## config.mk

```make
export PLATFORM = sky130hd
export DESIGN_NAME = ctl_ep_handshake
export DESIGN_NICKNAME = d
export VERILOG_FILES = /design/src/rtl/ctl_hs_pkg.sv /design/src/rtl/ctl_hs_regs.sv /design/src/rtl/ctl_hs_toggle.sv /design/src/rtl/ctl_hs_respond.sv /design/src/rtl/ctl_ep_handshake.sv
export SDC_FILE = /design/constraint.sdc
export NUM_CORES = 1
export LEC_CHECK = 0
export ABC_CLOCK_PERIOD_IN_PS = 2400
export BUFFER_PORTS_ARGS = -buffer_cell sky130_fd_sc_hd__buf_2
export CAP_MARGIN = 0
export CORE_AREA = 2 2 39 41
export CTS_CLUSTER_DIAMETER = 60
export CTS_CLUSTER_SIZE = 30
export DETAILED_ROUTE_END_ITERATION = 10
export DIE_AREA = 0 0 41 43
export PLACE_DENSITY = 0.75
export RECOVER_POWER = 100
export SLEW_MARGIN = 40
export SYNTH_ARGS = -nofsm -noshare
export SYNTH_HDL_FRONTEND = slang
export SYNTH_SLANG_ARGS = --single-unit
```

## constraint.sdc

```tcl
create_clock -name clk -period 2.4 [get_ports clk]
set_input_delay 0 -clock clk [delete_from_list [all_inputs] [get_ports clk]]
set_output_delay 0 -clock clk [all_outputs]
set_load 0.1 [all_outputs]
```

## src/rtl/ctl_hs_pkg.sv

```systemverilog
package ctl_hs_pkg;

  localparam int CW_W     = 3;
  localparam int B_STALL  = 0;
  localparam int B_STATUS = 1;
  localparam int B_DSEN   = 2;

  typedef enum logic [1:0] {
    TK_NONE  = 2'b00,
    TK_SETUP = 2'b01,
    TK_IN    = 2'b10,
    TK_OUT   = 2'b11
  } tok_e;

  typedef enum logic [2:0] {
    RS_NONE  = 3'd0,
    RS_ACK   = 3'd1,
    RS_NAK   = 3'd2,
    RS_STALL = 3'd3,
    RS_ZLP   = 3'd4,
    RS_DATA  = 3'd5
  } rsp_e;

  typedef enum logic [1:0] {
    PD_NONE = 2'b00,
    PD_DATA = 2'b01,
    PD_ZLP  = 2'b10
  } pend_e;

  // Data stage runs in the direction of the request; status runs opposite.
  function automatic logic is_data_tok(tok_e t, logic dir_in);
    return dir_in ? (t == TK_IN) : (t == TK_OUT);
  endfunction

  function automatic logic is_stat_tok(tok_e t, logic dir_in);
    return dir_in ? (t == TK_OUT) : (t == TK_IN);
  endfunction

  function automatic rsp_e pick_rsp(tok_e t, logic dir_in, logic active,
                                    logic stall, logic iso, logic dsen,
                                    logic status, logic tx_ready);
    rsp_e r;
    r = RS_NONE;
    if (t == TK_SETUP)              r = RS_ACK;
    else if (t == TK_NONE)          r = RS_NONE;
    else if (stall && !iso)         r = RS_STALL;
    else if (!active)               r = RS_NAK;
    else if (is_data_tok(t, dir_in)) begin
      if (!dsen)                    r = RS_NAK;
      else if (t == TK_OUT)         r = RS_ACK;
      else                          r = tx_ready ? RS_DATA : RS_NAK;
    end else begin
      if (!status)                  r = RS_NAK;
      else                          r = (t == TK_IN) ? RS_ZLP : RS_ACK;
    end
    return r;
  endfunction

endpackage

```

## src/rtl/ctl_hs_regs.sv

```systemverilog
module ctl_hs_regs
  import ctl_hs_pkg::*;
(
  input  logic            clk,
  input  logic            rst_n,
  input  logic            fw_wr,
  input  logic [CW_W-1:0] fw_wdata,
  input  logic            setup_ev,
  input  logic            dsen_clr,
  input  logic            status_clr,
  output logic            stall_q,
  output logic            status_q,
  output logic            dsen_q,
  output logic [CW_W-1:0] rdata
);

  always_ff @(posedge clk or negedge rst_n) begin
    if (!rst_n) begin
      stall_q  <= 1'b0;
      status_q <= 1'b0;
      dsen_q   <= 1'b0;
    end else if (setup_ev) begin
      stall_q  <= 1'b0;
      status_q <= 1'b0;
      dsen_q   <= 1'b0;
    end else if (fw_wr) begin
      stall_q  <= fw_wdata[B_STALL];
      status_q <= fw_wdata[B_STATUS];
      dsen_q   <= fw_wdata[B_DSEN];
    end else begin
      if (dsen_clr)   dsen_q   <= 1'b0;
      if (status_clr) status_q <= 1'b0;
    end
  end

  always_comb begin
    rdata           = '0;
    rdata[B_STALL]  = stall_q;
    rdata[B_STATUS] = status_q;
  end

  a_r3_setup_clears: assert property (@(posedge clk) disable iff (!rst_n)
    setup_ev |=> (!stall_q && !status_q && !dsen_q));

  a_r6_dsen_self_clear: assert property (@(posedge clk) disable iff (!rst_n)
    (dsen_clr && !fw_wr) |=> !dsen_q);

  a_r8_status_self_clear: assert property (@(posedge clk) disable iff (!rst_n)
    (status_clr && !fw_wr) |=> !status_q);

endmodule

```

## src/rtl/ctl_hs_toggle.sv

```systemverilog
module ctl_hs_toggle (
  input  logic clk,
  input  logic rst_n,
  input  logic ep_en,
  input  logic setup_ev,
  input  logic adv_ev,
  output logic pid_q
);

  logic en_prev;
  logic en_rise;

  assign en_rise = ep_en && !en_prev;

  always_ff @(posedge clk or negedge rst_n) begin
    if (!rst_n) begin
      en_prev <= 1'b1;
      pid_q   <= 1'b0;
    end else begin
      en_prev <= ep_en;
      if (setup_ev)     pid_q <= 1'b1;
      else if (en_rise) pid_q <= 1'b0;
      else if (adv_ev)  pid_q <= ~pid_q;
    end
  end

  a_r10_toggle_hold: assert property (@(posedge clk) disable iff (!rst_n)
    (!setup_ev && !en_rise && !adv_ev) |=> $stable(pid_q));

  a_r10_reenable_resets: assert property (@(posedge clk) disable iff (!rst_n)
    (en_rise && !setup_ev) |=> !pid_q);

  a_r3_setup_data1: assert property (@(posedge clk) disable iff (!rst_n)
    setup_ev |=> pid_q);

endmodule

```

## src/rtl/ctl_hs_respond.sv

```systemverilog
module ctl_hs_respond
  import ctl_hs_pkg::*;
(
  input  logic clk,
  input  logic rst_n,
  input  tok_e tk,
  input  rsp_e nxt,
  input  logic host_ack,
  input  logic status_done,
  output logic rsp_valid,
  output rsp_e rsp_q,
  output pend_e pend_q,
  output logic active_q
);

  always_ff @(posedge clk or negedge rst_n) begin
    if (!rst_n) begin
      rsp_valid <= 1'b0;
      rsp_q     <= RS_NONE;
      pend_q    <= PD_NONE;
      active_q  <= 1'b0;
    end else begin
      rsp_valid <= (tk != TK_NONE);
      rsp_q     <= nxt;
      if (tk != TK_NONE)
        pend_q <= (nxt == RS_DATA) ? PD_DATA :
                  (nxt == RS_ZLP)  ? PD_ZLP  : PD_NONE;
      else if (host_ack)
        pend_q <= PD_NONE;
      if (tk == TK_SETUP)   active_q <= 1'b1;
      else if (status_done) active_q <= 1'b0;
    end
  end

  a_r2_one_response: assert property (@(posedge clk) disable iff (!rst_n)
    (tk != TK_NONE) |=> rsp_valid);

  a_r8_goes_idle: assert property (@(posedge clk) disable iff (!rst_n)
    (status_done && tk != TK_SETUP) |=> !active_q);

endmodule

```

## src/rtl/ctl_ep_handshake.sv

```systemverilog
module ctl_ep_handshake
  import ctl_hs_pkg::*;
(
  input  logic            clk,
  input  logic            rst_n,
  input  logic            tok_valid,
  input  logic [1:0]      tok_kind,
  input  logic            dir_in,
  input  logic            tx_ready,
  input  logic            host_ack,
  input  logic            ep_iso,
  input  logic            ep_en,
  input  logic            fw_wr,
  input  logic [CW_W-1:0] fw_wdata,
  output logic            rsp_valid,
  output logic [2:0]      rsp_code,
  output logic            data_pid,
  output logic [CW_W-1:0] reg_rdata
);

  tok_e  tk;
  rsp_e  nxt;
  rsp_e  rsp_q;
  pend_e pend_q;
  logic  active_q, stall_q, status_q, dsen_q;

  // Named internal events
  logic ev_setup, ev_data_out_ack, ev_stat_out_ack;
  logic ev_data_in_done, ev_zlp_done;
  logic dsen_clr, status_done, tog_adv;

  assign tk  = tok_valid ? tok_e'(tok_kind) : TK_NONE;
  assign nxt = pick_rsp(tk, dir_in, active_q, stall_q, ep_iso,
                        dsen_q, status_q, tx_ready);

  assign ev_setup        = (tk == TK_SETUP);
  assign ev_data_out_ack = (tk == TK_OUT) && !dir_in && (nxt == RS_ACK);
  assign ev_stat_out_ack = (tk == TK_OUT) &&  dir_in && (nxt == RS_ACK);
  assign ev_data_in_done = host_ack && (pend_q == PD_DATA);
  assign ev_zlp_done     = host_ack && (pend_q == PD_ZLP);
  assign dsen_clr        = ev_data_out_ack || ev_data_in_done;
  assign status_done     = ev_stat_out_ack || ev_zlp_done;
  assign tog_adv         = ev_data_out_ack || ev_data_in_done;

  ctl_hs_regs u_regs (
    .clk        (clk),
    .rst_n      (rst_n),
    .fw_wr      (fw_wr),
    .fw_wdata   (fw_wdata),
    .setup_ev   (ev_setup),
    .dsen_clr   (dsen_clr),
    .status_clr (status_done),
    .stall_q    (stall_q),
    .status_q   (status_q),
    .dsen_q     (dsen_q),
    .rdata      (reg_rdata)
  );

  ctl_hs_toggle u_tog (
    .clk      (clk),
    .rst_n    (rst_n),
    .ep_en    (ep_en),
    .setup_ev (ev_setup),
    .adv_ev   (tog_adv),
    .pid_q    (data_pid)
  );

  ctl_hs_respond u_rsp (
    .clk         (clk),
    .rst_n       (rst_n),
    .tk          (tk),
    .nxt         (nxt),
    .host_ack    (host_ack),
    .status_done (status_done),
    .rsp_valid   (rsp_valid),
    .rsp_q       (rsp_q),
    .pend_q      (pend_q),
    .active_q    (active_q)
  );

  assign rsp_code = rsp_q;

  a_r2_setup_ack: assert property (@(posedge clk) disable iff (!rst_n)
    ev_setup |=> (rsp_valid && rsp_code == RS_ACK));

  a_r9_stall_wins: assert property (@(posedge clk) disable iff (!rst_n)
    ((tk == TK_IN || tk == TK_OUT) && stall_q && !ep_iso)
      |=> (rsp_code == RS_STALL));

  a_r5_data_nak: assert property (@(posedge clk) disable iff (!rst_n)
    (is_data_tok(tk, dir_in) && active_q && !dsen_q && !(stall_q && !ep_iso))
      |=> (rsp_code == RS_NAK));

  a_r7_status_nak: assert property (@(posedge clk) disable iff (!rst_n)
    (is_stat_tok(tk, dir_in) && !status_q && !(stall_q && !ep_iso))
      |=> (rsp_code == RS_NAK));

endmodule

```

## Word level (Yosys, flattened, before mapping)

Index checks and enable logic that the tools add are counted.

- Flip-flop bits (word level): 12
- Output and inout bits: 8
- Word-level logic and storage cells: 67

- Equal/unequal tests: 8
- Mux-type cells: 28
- Bitwise logic cells: 1
- Reductions and logical operators: 21

Operators with widths:

| operator | number |
|---|---|
| 2-to-1 mux 3 bit | 10 |
| 2-to-1 mux 1 bit | 13 |
| 2-to-1 mux 2 bit | 5 |
| nonzero test 3 bit | 3 |
| logical AND 1 bit | 8 |
| nonzero test 2 bit | 4 |
| equality test 2 bit (second input constant) | 3 |
| equality test 3 bit (second input constant) | 2 |
| equality test 2 x 1 -> 1 bit (second input constant) | 2 |
| equality test 3 x 1 -> 1 bit (second input constant) | 1 |
| logical NOT 1 bit | 3 |
| logical NOT 2 bit | 1 |
| logical OR 1 bit | 2 |
| inverter 1 bit | 1 |

## Depth between registers and ports, before layout

Gate-level depths: netlist of run 1.

- Depth after elaboration: 15
- Gate-level depth with buffers: 5
- Gate-level depth less buffers: 4

## By module

A second synthesis of run 1 with hierarchy kept.

- Cell total of the unflattened synthesis: 66
- Area total of the unflattened synthesis: 643.1 µm²

Modules (own cells, without submodules):

| module | times used | cells each | area an instance (µm²) | sequential area each (µm²) |
|---|---|---|---|---|
| ctl_hs_respond | 1 | 17 | 242.7 | 175.2 |
| ctl_ep_handshake | 1 | 29 | 176.4 | 0.0 |
| ctl_hs_regs | 1 | 15 | 150.1 | 75.1 |
| ctl_hs_toggle | 1 | 5 | 73.8 | 51.3 |

## Worst setup path before layout of run 1

No wires, ideal clock.

- Path kind: flip-flop to flip-flop
- From: register u_tog.pid_q
- To: register u_tog.pid_q
- Setup time: 0.127 ns
- Arrival time: 1.181 ns
- Required time: 2.273 ns
- Slack: 1.091 ns
- Stages on the path, launching flop included: 3
- Path buffers: 0
- Period minus slack after synthesis: 1.309 ns
- Cells stage by stage: dfrtp_1 xor2_1 o22ai_1

- Cells in the longest elaborated chain, start to end: 4

RTL lines:

| element | RTL line | source |
|---|---|---|
| from (decl) | ctl_hs_toggle.sv:7 | `output logic pid_q` |
| from (signal assigned) | ctl_hs_toggle.sv:23 | `else if (adv_ev) pid_q <= ~pid_q;` |
| inverter 1 bit | ctl_hs_toggle.sv:23 |  |
| 2-to-1 mux 1 bit | ctl_hs_toggle.sv:23 |  |
| 2-to-1 mux 1 bit | ctl_hs_toggle.sv:22 | `else if (en_rise) pid_q <= 1'b0;` |
| 2-to-1 mux 1 bit | ctl_hs_toggle.sv:21 | `if (setup_ev) pid_q <= 1'b1;` |

Every way passes these cells. The select of a mux whose other input is x is not followed.
A chain may end at the register's enable or synchronous reset.

## Final worst setup path of run 1

- From: register u_regs.status_q
- To: output port reg_rdata[1]

RTL lines:

| element | RTL line | source |
|---|---|---|
| from (decl) | ctl_hs_regs.sv:12 | `output logic status_q,` |
| from (signal assigned) | ctl_hs_regs.sv:28 | `status_q <= fw_wdata[B_STATUS];` |
| to (decl) | ctl_ep_handshake.sv:18 | `output logic [CW_W-1:0] reg_rdata` |

No word-level cell between the ends.

==> summary.txt, run 1 <==
CTS
  • Clock root cell: clkbuf_4
  • Clock sink total: 12
  • CTS Buf Count: 3
  • Max Buffers Root-to-Sink: 2
  • CTS tree: done
  • Postcts setup bufs: 0
  • CTS H-tree depth: 1
  • Clk Latency, worst-skew pair: 0.27 ns
  • Gates resized, CTS repair: 0
  • CTS clk-pin slew, worst paths: 0.08 ns

Route
  • Final wirelength: 1350 microns
  • Antenna-violating nets left: 0
  • DR WL/cell: 13.4 microns
  • DR iter-0 viols: 10
  • Vias per cell: around 5.4
  • DRC: 0
  • Via count: between 500 and 600
  • Initial DRT Pass Iterations: 4

GRT
  • First-pass GRT wire length: about 2200 microns
  • Antenna violations before repair: 0
  • Via count of the first global-routing pass: 513
  • Largest net degree at the start of global routing: 13
  • Remaining Overflow, GRT: 0
  • Global Route Usage Sum: 0.187

Placement
  • I/O Buffers: 20
  • Gpl congestion: around 0.79
  • Placed inst area: between 700 and 800 sq um
  • Pre-CTS WS: between 1 and 1.5 ns
  • Placed cell count: about 90
  • Final HPWL from detailed placement: between 1000 and 1500 microns

Setup path
  • Worst Path Required: about 2.4 ns
  • Kind of start point of the critical path: flip-flop
  • Critical path type: flip-flop to primary output
  • CP max-delay cell: clkbuf_1
  • R2R Setup Slk: about 1.2 ns
  • Worst EP arrival: 1.58 ns
  • R2r worst-path depth: 4
  • Reg-to-reg critical path startpoint: u_regs.dsen_q
  • Crit end category: primary output
  • CP top delay family: buffers and inverters
  • CP Buf/Inv Count: 1
  • CP peak stage delay: just under 0.9 ns
  • Worst R2R End: u_tog.pid_q
  • CP Max Fanout: 6
  • Worst-path cell chain: clkbuf_1

Floorplan
  • Row cnt: 14
  • Core ar.: ~0.0014 sq mm
  • Starting Density: 0.453
  • IO Count: 22
  • Die outline height: roughly 43 microns
  • DIE AREA: ~0.0018 sq mm
  • Die W: ~41 microns

Timing
  • Minimum clock period: roughly 1.6 ns
  • Slew @ Worst Pin: ~1.2 ns
  • Slew headroom: 0.217
  • Hold Vio Cnt, Final: 0
  • Period utilization: 0.656
  • RSZ-0062 raised after global routing: false
  • Worst hold slack: roughly 0.0032 ns
  • TNS Setup: 0 ns
  • Final setup viols: 0
  • Min setup slack post-route: 0.825 ns
  • Slew Viols, Final: 0
  • F_max: 0.635 GHz
  • Worst Skew: 0.00690 ns

Synthesis
  • Area of the mapped netlist: around 630 sq um
  • Synth unique cells: 33
  • Seq/Total Area, Yosys: 0.481
  • Yosys reg bits: 12
  • Warnings from Yosys: 0
  • Mapped Cells: 60
  • Synthesized area per cell: roughly 10 sq um
  • Syn Nets: 74

Power and ir drop
  • Clk pwr share: 0.251
  • P_int: ~0.32 mW
  • Overall power: about 0.52 mW
  • Combinational share of power: 0.303
  • Worst vdd ir: around 350 uV
  • PwrDens: 675 mW/mm^2
  • Leak pwr: about 0.35 nW
  • Reg power frac: 0.445
  • Sw power: 0.202 mW
  • Sw Share: 0.387

Finish
  • FILL cells: between 100 and 150
  • Multi-input logic area: around 290 sq um
  • FF/Latch Area: slightly above 300 sq um
  • Post-layout util: 0.560
  • Layout Nets: 100
  • Number of diodes: 0
  • Finished Cell Area: 774 sq um
  • Layout cell share with drive strength beyond 1: 0.224
  • Final std cells w/o fill: between 100 and 150
  • Most frequent cells in the layout: 11 x buf_2, 11 x dfrtp_1, 10 x clkbuf_1, 6 x nor2_1
  • Area Overhead vs Synth: 23.6%

Status
  • Outcome: complete, no violations

Hold path
  • Min-Delay Path Class: input pin to flip-flop
  • Worst Hold End: u_regs.status_q
  • Min-Delay Startpoint: fw_wr
  • Hold path depth: 3

Job
  • MaxCap Viol Count: 0
## metal layers
metal  up-vias  global-route usage  share of wire
met5         -                   0              0
met4         0               0.113          0.026
met3         4              0.0471          0.052
met2        22               0.269           0.49
met1       251               0.242           0.43
li1        270                   -              -
## cell type report
class	instances	area share
Clock buffer	4	0.0339
Multi-Input combinational cell	44	0.372
Sequential cell	12	0.389
Tap cell	16	0.0258
Timing Repair Buffer	25	0.179
## logic make-up (layout without fill, tap and decap cells)
| logic type | after synthesis | count (layout) | share of synthesized area |
|---|---|---|---|
| AOI/OAI and AO/OA | 14 | 14 | 0.176 |
| xor gates and xnor gates | 1 | 1 | 0.0140 |
| buffers and inverters | 4 | 29 | 0.0479 |
| DFF | 12 | 12 | 0.481 |
| muxes | 2 | 2 | 0.0339 |
| other | 1 | 1 | 0.00598 |
| and+or+nand+nor | 26 | 26 | 0.242 |
## worst max-delay path by stage
stage / start / end / slack, ns / cells after the start
6_report: u_regs.status_q / reg_rdata[1] / 0.82 / 1
4_1_cts: u_regs.dsen_q / u_tog.pid_q / 1.21 / 4
2_1_floorplan: u_tog.pid_q / u_tog.pid_q / 1.09 / 2
5_1_grt: u_regs.status_q / reg_rdata[1] / 0.78 / 1
3_5_place_dp: u_regs.dsen_q / u_tog.pid_q / 1.22 / 4
3_3_place_gp: u_regs.dsen_q / u_tog.pid_q / 1.27 / 4
## power groups by stage
| stage | sequential, mW | clock (mW) | combinational, mW |
|---|---|---|---|
| after floorplan | 0.284 | 0 | 0.0778 |
| after global placement | 0.236 | 0 | 0.155 |
| after detailed placement | 0.237 | 0 | 0.157 |
| after CTS | 0.233 | 0.130 | 0.163 |
| after global routing | 0.236 | 0.148 | 0.168 |
| final | 0.233 | 0.131 | 0.159 |
## cells in the mapped netlist, drive strengths merged
library cell | n | area, sq um
o211ai | 1 | 7.51
o21a | 2 | 15.0
conb | 1 | 3.75
nand4b | 1 | 8.76
dfstp | 1 | 26.3
a211oi | 1 | 7.51
and3b | 2 | 21.3
nand4 | 2 | 12.5
and3 | 2 | 13.8
nor2b | 1 | 6.26
and2b | 1 | 8.76
a41oi | 1 | 16.3
buf | 4 | 30.0
nand3b | 1 | 7.51
nor3b | 1 | 7.51
o21ai | 2 | 10.0
o2111ai | 1 | 8.76
dfrtp | 11 | 275
a22oi | 1 | 7.51
nand2 | 5 | 18.8
nor2 | 6 | 22.5
mux2 | 1 | 11.3
mux2i | 1 | 10.0
a22o | 2 | 17.5
xor2 | 1 | 8.76
nand2b | 1 | 6.26
a31o | 1 | 8.76
a21oi | 1 | 5.00
and2 | 2 | 12.5
nand3 | 1 | 5.00
o22ai | 1 | 6.26
## timing repair
action / 4_1_cts / 5_1_grt
hold buffers: 5 / 0
endpoints found under the hold margin: 16 / 0
setup endpoints to repair: 0 / 0
## registers in the layout, summed over array words and instances, names as in the netlist
register         cells
u_tog.pid_q          1
u_rsp.rsp_q          3
u_rsp.pend_q         2
u_regs.stall_q       1
u_tog.en_prev        1
u_regs.dsen_q        1
u_rsp.active_q       1
u_rsp.rsp_valid      1
u_regs.status_q      1
No activity file was read; power rests on OpenSTA's default activity.
==> run 2: changes to the inputs <==
--- a/config.mk
+++ b/config.mk
@@ -5,15 +5,16 @@
 export SDC_FILE = /design/constraint.sdc
 export NUM_CORES = 1
 export LEC_CHECK = 0
-export ABC_CLOCK_PERIOD_IN_PS = 2400
+export ABC_AREA = 1
+export ABC_CLOCK_PERIOD_IN_PS = 1400
 export BUFFER_PORTS_ARGS = -buffer_cell sky130_fd_sc_hd__buf_2
 export CAP_MARGIN = 0
-export CORE_AREA = 2 2 39 41
+export CORE_AREA = 2 2 43 45
 export CTS_CLUSTER_DIAMETER = 60
 export CTS_CLUSTER_SIZE = 30
 export DETAILED_ROUTE_END_ITERATION = 10
-export DIE_AREA = 0 0 41 43
-export PLACE_DENSITY = 0.75
+export DIE_AREA = 0 0 45 47
+export PLACE_DENSITY = 0.69
 export RECOVER_POWER = 100
 export SLEW_MARGIN = 40
 export SYNTH_ARGS = -nofsm -noshare
==> constraint.sdc (replaced) <==
create_clock -name clk -period 1.4 [get_ports clk]
set_input_delay 0 -clock clk [delete_from_list [all_inputs] [get_ports clk]]
set_output_delay 0 -clock clk [all_outputs]
set_load 0.1 [all_outputs]
==> run 2 against run 1 <==
  * The flow now finishes with violations (negative hold slack)
  * Flip-flop and latch count is the same
  * Cell count up 35%
  * Combinational power rose by 100%
  * Clock-buffer cell count unchanged
  * Via count grew 25%
  * Hold slack lost 0.012 ns
  * Worst setup slack got worse by 0.80 ns
  * Routed wire length increased by 19%
  * Critical endpoint is now u_tog.pid_q
  * Largest power group unchanged
==> summary.txt, run 2 <==
Synthesis
  • Synthesized area per cell: 7.59 sq um (-27%)
  • Yosys reg bits: 12 (unchanged)
  • Synth area leaders: dfrtp_1 41%, nand2_1 14%, nand3_1 12%
  • Commonest cells in the netlist: 25 x nand2_1, 16 x nand3_1, 12 x inv_1
  • Area of the mapped netlist: 676 sq um (+7.8%)
  • EDFF count, synth: 0 (unchanged)
  • Synth unique cells: 19 (-42%)
  • Yosys top cell by area: dfrtp_1
  • Ys flop type: dfrtp_1
  • Post-synth top area share: 0.407 (-0.0317)
  • Warnings from Yosys: 0 (unchanged)
  • Mapped Cells: 89 (+48%)
  • Most numerous cell in the Yosys netlist: nand2_1
  • Seq/Total Area, Yosys: 0.446 (-0.0347)
  • Syn Nets: 103 (+39%)
  • Async S/R FF share, synth: 1.00 (unchanged)

Placement
  • Gpl congestion: 0.758 (-4.5%)
  • Final HPWL from detailed placement: 1140 microns (+14%)
  • Placed inst area: 782 sq um (+9.1%)
  • I/O Buffers: 20 (unchanged)
  • Placed cell count: 124 (+35%)

Setup path
  • Critical path type: flip-flop to flip-flop
  • Kind of start point of the critical path: flip-flop
  • Worst Path Required: 1.58 ns (-0.82 ns)
  • Worst EP arrival: 1.56 ns (-0.02 ns)
  • Crit end category: flip-flop
  • CP Max Fanout: 4 (-2)

Power and ir drop
  • Overall power: 0.994 mW (+90%)
  • Worst vdd ir: 581 uV (+66%)
  • Leak pwr: 0.498 nW (+43%)
  • PwrDens: 1110 mW/mm^2 (+64%)

Floorplan
  • DIE AREA: 0.00212 sq mm (+20%)
  • Core ar.: 0.00165 sq mm (+19%)
  • IO Count: 22 (unchanged)
  • Starting Density: 0.409 (-0.0439)
  • Die outline height: 47 microns (+9.3%)
  • Row cnt: 15 (+1)
  • Die W: 45 microns (+9.8%)

CTS
  • CTS clk-pin slew, worst paths: 0.08 ns (about the same)
  • Clock root cell: clkbuf_4
  • CTS H-tree depth: 1 (unchanged)
  • Max Buffers Root-to-Sink: 2 (unchanged)
  • Clk Latency, worst-skew pair: 0.28 ns (about the same)
  • CTS Buf Count: 3 (unchanged)
  • CTS tree: done
  • Clock sink total: 12 (unchanged)

Finish
  • Largest register by flop count: u_rsp.rsp_q
  • Area Overhead vs Synth: 32.6%
  • Biggest regs: u_rsp.rsp_q x3, u_rsp.pend_q x2
  • FILL cells: 169 (+27%)
  • Max FFs per register: 3 (unchanged)
  • Most frequent cells in the layout: 23 x nand2_1, 17 x buf_2, 16 x nand3_1, 12 x inv_1, 11 x dfrtp_1
  • Post-layout util: 0.542 (-0.0173)
  • Finished Cell Area: 896 sq um (+16%)
  • Layout cell share with drive strength beyond 1: 0.311 (+0.0874)
  • Number of diodes: 0 (unchanged)
  • Commonest non-fill, non-tap cell in the layout: nand2_1
  • Final std cells w/o fill: 136 (+35%)
  • Layout Nets: 134 (+34%)

Timing
  • Hold Vio Cnt, Final: 1 (+1)
  • RSZ-0062 raised after global routing: true
  • Slew Viols, Final: 0 (unchanged)
  • Period utilization: 0.986
  • Minimum clock period: 1.38 ns
  • F_max: 0.724 GHz
  • Slew headroom: 0.573 (+0.356)
  • Worst Skew: 0.0104 ns (+0.00355 ns)
  • Slew @ Worst Pin: 0.640 ns (-0.540 ns)
  • Final setup viols: 0 (unchanged)
  • Worst hold slack: -0.00912 ns (-0.0123 ns)

GRT
  • Remaining Overflow, GRT: 0 (unchanged)
  • Antenna violations before repair: 0 (unchanged)
  • Global Route Usage Sum: 0.164 (-0.0235)
  • Via count of the first global-routing pass: 587 (+14%)
  • First-pass GRT wire length: 2480 microns (+13%)
  • Largest net degree at the start of global routing: 13 (unchanged)

Hold path
  • Min-Delay Path Class: input pin to flip-flop

Route
  • DRC: 0 (unchanged)
  • Via count: 682 (+25%)
  • Vias per cell: 5.01 (-7.4%)
  • DR WL/cell: 11.8 microns (-11%)
  • Antenna-violating nets left: 0 (unchanged)
  • Final wirelength: 1610 microns (+19%)
  • Initial DRT Pass Iterations: 4 (unchanged)
  • DR iter-0 viols: 20 (+10)

Job
  • MaxCap Viol Count: 0 (unchanged)

Status
  • Outcome: finished, violations left
  • Failing checks: negative hold slack
==> run 2: worst paths after layout <==
kind / depth (start not counted) / slack [ns] / to / from
setup / recovery: 11 / 0.02 / u_tog.pid_q / u_regs.dsen_q
hold / removal: 3 / -0.009 / u_regs.stall_q / fw_wr
setup reg to reg: 11 / 0.02 / u_tog.pid_q / u_regs.dsen_q
hold reg to reg: 2 / 0.52 / u_regs.stall_q / u_regs.stall_q
max in group asynchronous: 2 / 0.74 / u_regs.dsen_q / rst_n
min in group asynchronous: 2 / 0.24 / u_rsp.rsp_q[2] / rst_n
==> run 2: per-layer routing <==
layer / vias to the layer above / wire length, microns / track usage
met2: 33 / 826 / 0.326
met1: 303 / 656 / 0.176
met4: 0 / 22 / 0.0529
li1: 344 / - / -
met3: 2 / 105 / 0.0231
met5: - / 0 / 0
==> run 2: timing repair <==
item / in CTS / in global routing
hold buffers: 5 / 0
endpoints found under the setup margin: 0 / 4
setup buffers: 0 / 3
resized for setup: 0 / 3
endpoints found under the hold margin: 16 / 0
==> run 2: final cells by class <==
cell class | count | area, sq um | area share
clock buffer | 4 | 36.3 | 0.0405
timing repair buffer | 29 | 176 | 0.197
tap | 17 | 21.3 | 0.0237
sequential | 12 | 302 | 0.337
multi-input combinational | 60 | 307 | 0.342
inverter | 14 | 53.8 | 0.0601
==> run 2: worst max-delay path, stage by stage (launching register included) <==
cell and delay [ns]:
dfrtp_1 0.41, inv_1 0.07, a21oi_2 0.10, nand2_1 0.07, nand2_2 0.07, nand2_2 0.07
a21oi_4 0.17, nand3_2 0.09, nand2_2 0.08, nand2_1 0.05, nand3_1 0.06, nand2_1 0.05
==> run 2: kinds of logic after synthesis <==
family	share of synthesized area
flip-flops	0.446
AO/OA/AOI/OAI	0.0667
buffers and inverters	0.113
other	0.00555
AND/OR/NAND/NOR	0.369
==> run 2: stage by stage <==
step           setup WS, ns  TNS, ns
6_report             0.0196        0
3_5_place_dp         0.0288        0
3_3_place_gp         0.0732        0
2_1_floorplan         0.109        0
4_1_cts              0.0238        0
5_1_grt             -0.0844  -0.0862
==> run 2: power breakdown <==
| part | switching, mW | internal [mW] | leakage, nW | total [mW] |
|---|---|---|---|---|
| clock network | 0.125 | 0.158 | 0.0210 | 0.283 |
| logic | 0.238 | 0.0798 | 0.327 | 0.318 |
| registers | 0.0177 | 0.375 | 0.150 | 0.392 |
==> run 3: changes to the inputs <==
--- a/config.mk
+++ b/config.mk
@@ -16,6 +16,7 @@
 export DIE_AREA = 0 0 45 47
 export PLACE_DENSITY = 0.69
 export RECOVER_POWER = 100
+export SETUP_SLACK_MARGIN = 0.1
 export SLEW_MARGIN = 40
 export SYNTH_ARGS = -nofsm -noshare
 export SYNTH_HDL_FRONTEND = slang
==> run 3 against run 2 <==
  * The run still ends with negative hold slack left
  * Die area did not move
  * Largest cell class unchanged
  * Via count decreased by 0.88%
  * Cell count is 1.5% higher
  * Critical path depth grew 1
  * Clock power hardly changed
  * Clock-buffer cell count stayed put
  * Non-clock buffer count rose by 2
  * Sequential share of layout area is 1.5 points lower
  * Worst setup slack improved by 0.029 ns
  * Combinational power increased by 5%
  * Design area rose by 4.6%
  * Hold slack better by 0.0018 ns
==> summary.txt, run 3 (synthesis gave the netlist of run 2 again) <==
Status
  • Outcome: finished, violations left
  • Failing checks: negative hold slack

Route
  • Vias per cell: 4.90 (-2.3%)
  • DR WL/cell: 11.8 microns (-0.53%)
  • DRC: 0 (unchanged)
  • DR iter-0 viols: 23 (+15%)
  • Antenna-violating nets left: 0 (unchanged)
  • Initial DRT Pass Iterations: 4 (unchanged)
  • Via count: 676 (-0.88%)
  • Final wirelength: 1630 microns (+0.93%)

Finish
  • Most frequent cells in the layout: 21 x nand2_1, 17 x buf_2, 15 x nand3_1, 12 x inv_1, 11 x dfrtp_1
  • Largest register by flop count: u_rsp.rsp_q
  • Layout cell share with drive strength beyond 1: 0.347 (+0.0362)
  • Multi-input logic area: 333 sq um (+8.6%)
  • Commonest non-fill, non-tap cell in the layout: nand2_1
  • Number of diodes: 0 (unchanged)
  • Finished Cell Area: 937 sq um (+4.6%)
  • Area Overhead vs Synth: 38.7%
  • Layout Nets: 136 (+1.5%)
  • FILL cells: 160 (-5.3%)
  • Max FFs per register: 3 (unchanged)
  • FF/Latch Area: 302 sq um (unchanged)
  • Biggest regs: u_rsp.rsp_q x3, u_rsp.pend_q x2
  • Post-layout util: 0.567 (+0.0250)

Timing
  • Worst hold slack: -0.00730 ns (+0.00182 ns)
  • F_max: 0.740 GHz (+2.1%)
  • Period utilization: 0.965 (-0.0207)
  • Slew Viols, Final: 0 (unchanged)
  • Slew headroom: 0.580 (+0.00629)
  • Final setup viols: 0 (unchanged)
  • Hold Vio Cnt, Final: 1 (unchanged)
  • Minimum clock period: 1.35 ns (-0.0290 ns)
  • RSZ-0062 raised after global routing: true
  • Worst Skew: 0.00688 ns (-0.00356 ns)
  • Slew @ Worst Pin: 0.631 ns (-0.00944 ns)

Setup path
  • CP Buf/Inv Count: 1 (unchanged)
  • CP top delay family: simple AND/OR/NAND/NOR gates
  • CP most frequent cell: nand2_1
  • CP Max Fanout: 3 (-1)
  • Critical path type: flip-flop to flip-flop
  • Crit end category: flip-flop
  • R2R Setup Slk: 0.05 ns (+0.03 ns)
  • Worst Path Required: 1.57 ns (about the same)
  • CP peak stage delay: 0.38 ns (-0.03 ns)
  • CP max-delay cell: dfrtp_1
  • Worst-path cell chain: buf_4 -> nand2_1 -> nand2_1 -> nand3_1 -> nand2_1 -> nand2_2 -> nand2_2 -> nand3_2 -> nand2_2 -> nand2_1 -> nand3_1 -> nand2_1
  • Kind of start point of the critical path: flip-flop
  • Worst EP arrival: 1.52 ns (-0.04 ns)

Power and ir drop
  • Sw Share: 0.386 (+0.00230)
  • Combinational share of power: 0.331 (+0.011)
  • Reg power frac: 0.388 (-0.007)
  • PwrDens: 1080 mW/mm^2 (-2.9%)
  • Sw power: 0.389 mW (+2.2%)
  • Worst vdd ir: 585 uV (+0.67%)
  • P_int: 0.620 mW (+1.2%)
  • Clk pwr share: 0.281 (-0.004)
  • Leak pwr: 0.507 nW (+1.8%)

Hold path
  • Min-Delay Path Class: input pin to flip-flop

Placement
  • Placed inst area: 782 sq um (unchanged)
  • I/O Buffers: 20 (unchanged)
  • Gpl congestion: 0.758 (unchanged)
  • Final HPWL from detailed placement: 1140 microns (unchanged)

CTS
  • Clk Latency, worst-skew pair: 0.28 ns (about the same)
  • CTS clk-pin slew, worst paths: 0.08 ns (about the same)
  • Max Buffers Root-to-Sink: 2 (unchanged)
  • CTS Buf Count: 3 (unchanged)
  • CTS tree: done
  • Clock sink total: 12 (unchanged)
  • CTS H-tree depth: 1 (unchanged)
  • Clock root cell: clkbuf_4

GRT
  • First-pass GRT wire length: 2540 microns (+2.5%)
  • Antenna violations before repair: 0 (unchanged)
  • Via count of the first global-routing pass: 600 (+2.2%)
  • Global Route Usage Sum: 0.168 (+0.00403)
  • Largest net degree at the start of global routing: 13 (unchanged)
  • Remaining Overflow, GRT: 0 (unchanged)

Floorplan
  • Core ar.: 0.00165 sq mm (unchanged)
  • Starting Density: 0.409 (unchanged)
  • Row cnt: 15 (unchanged)
  • IO Count: 22 (unchanged)
  • Die outline height: 47 microns (unchanged)
  • DIE AREA: 0.00212 sq mm (unchanged)
  • Die W: 45 microns (unchanged)

Job
  • MaxCap Viol Count: 0 (unchanged)
run 3: cell count changes in the layout (fill, tap and decap cells not counted):
cell | before | now
nand3_2 | 1 | 2
nand3_1 | 16 | 15
nand4_4 | 0 | 1
a21oi_2 | 2 | 1
nand4_2 | 1 | 0
a21oi_4 | 1 | 2
nand2_1 | 23 | 21
nand2_2 | 4 | 6
buf_4 | 4 | 6
run 3: metrics by stage:
step | setup TNS (ns) | power [mW] | setup WS (ns) | hold WS, ns | cells
after detailed placement | 0 | 0.689 | 0.0288 | -0.108 | 124
after CTS | 0 | 0.994 | 0.0733 | 0.00121 | 136
final | 0 | 1.01 | 0.0486 | -0.00730 | 138
after floorplan | 0 | 0.631 | 0.109 | -0.296 | 89
after global placement | 0 | 0.685 | 0.0732 | -0.110 | 124
after global routing | -0.0568 | 1.05 | -0.0504 | 0.0192 | 138
run 3: path summary, 6_finish.rpt:
kind,start,end,depth (start not counted)
max,u_regs.dsen_q,u_tog.pid_q,12
min,fw_wr,u_regs.stall_q,3
max reg2reg,u_regs.dsen_q,u_tog.pid_q,12
min reg2reg,u_regs.stall_q,u_regs.stall_q,2
max in group asynchronous,rst_n,u_regs.dsen_q,2
min in group asynchronous,rst_n,u_rsp.rsp_q[1],2
run 3: power by group through the flow:
stage	Sequential, mW	Clock [mW]	Combinational [mW]
CTS	0.391	0.285	0.318
global route	0.394	0.300	0.357
detailed placement	0.400	0	0.289
global placement	0.399	0	0.285
finish	0.392	0.283	0.334
floorplan	0.483	0	0.148
run 3: worst register-to-register path: stages (launching register included):
cell and delay [ns]:
dfrtp_1 0.38, buf_4 0.13, nand2_1 0.05, nand2_1 0.06
nand3_1 0.06, nand2_1 0.08, nand2_2 0.07, nand2_2 0.09
nand3_2 0.08, nand2_2 0.08, nand2_1 0.05, nand3_1 0.06
nand2_1 0.05
run 3: layout make-up:
type,count,share of cell area
tap,17,0.0227
clock buffer,4,0.0387
multi-input combinational,60,0.355
timing repair buffer,31,0.204
sequential,12,0.322
inverter,14,0.0574
run 3: layer usage:
metal,up-vias,routed length [microns],track usage
li1,347,-,-
met1,308,648,0.181
met2,19,881,0.334
met3,2,76,0.0231
met4,0,19,0.0529
met5,-,0,0
run 3: repair_timing:
item                                    in CTS  in global routing
endpoints found under the hold margin       16                  0
pin swaps                                    3                  2
hold buffers                                 5                  0
buffers inserted                             3                  2
endpoints found under the setup margin       1                  6
resized for setup                            2                  6
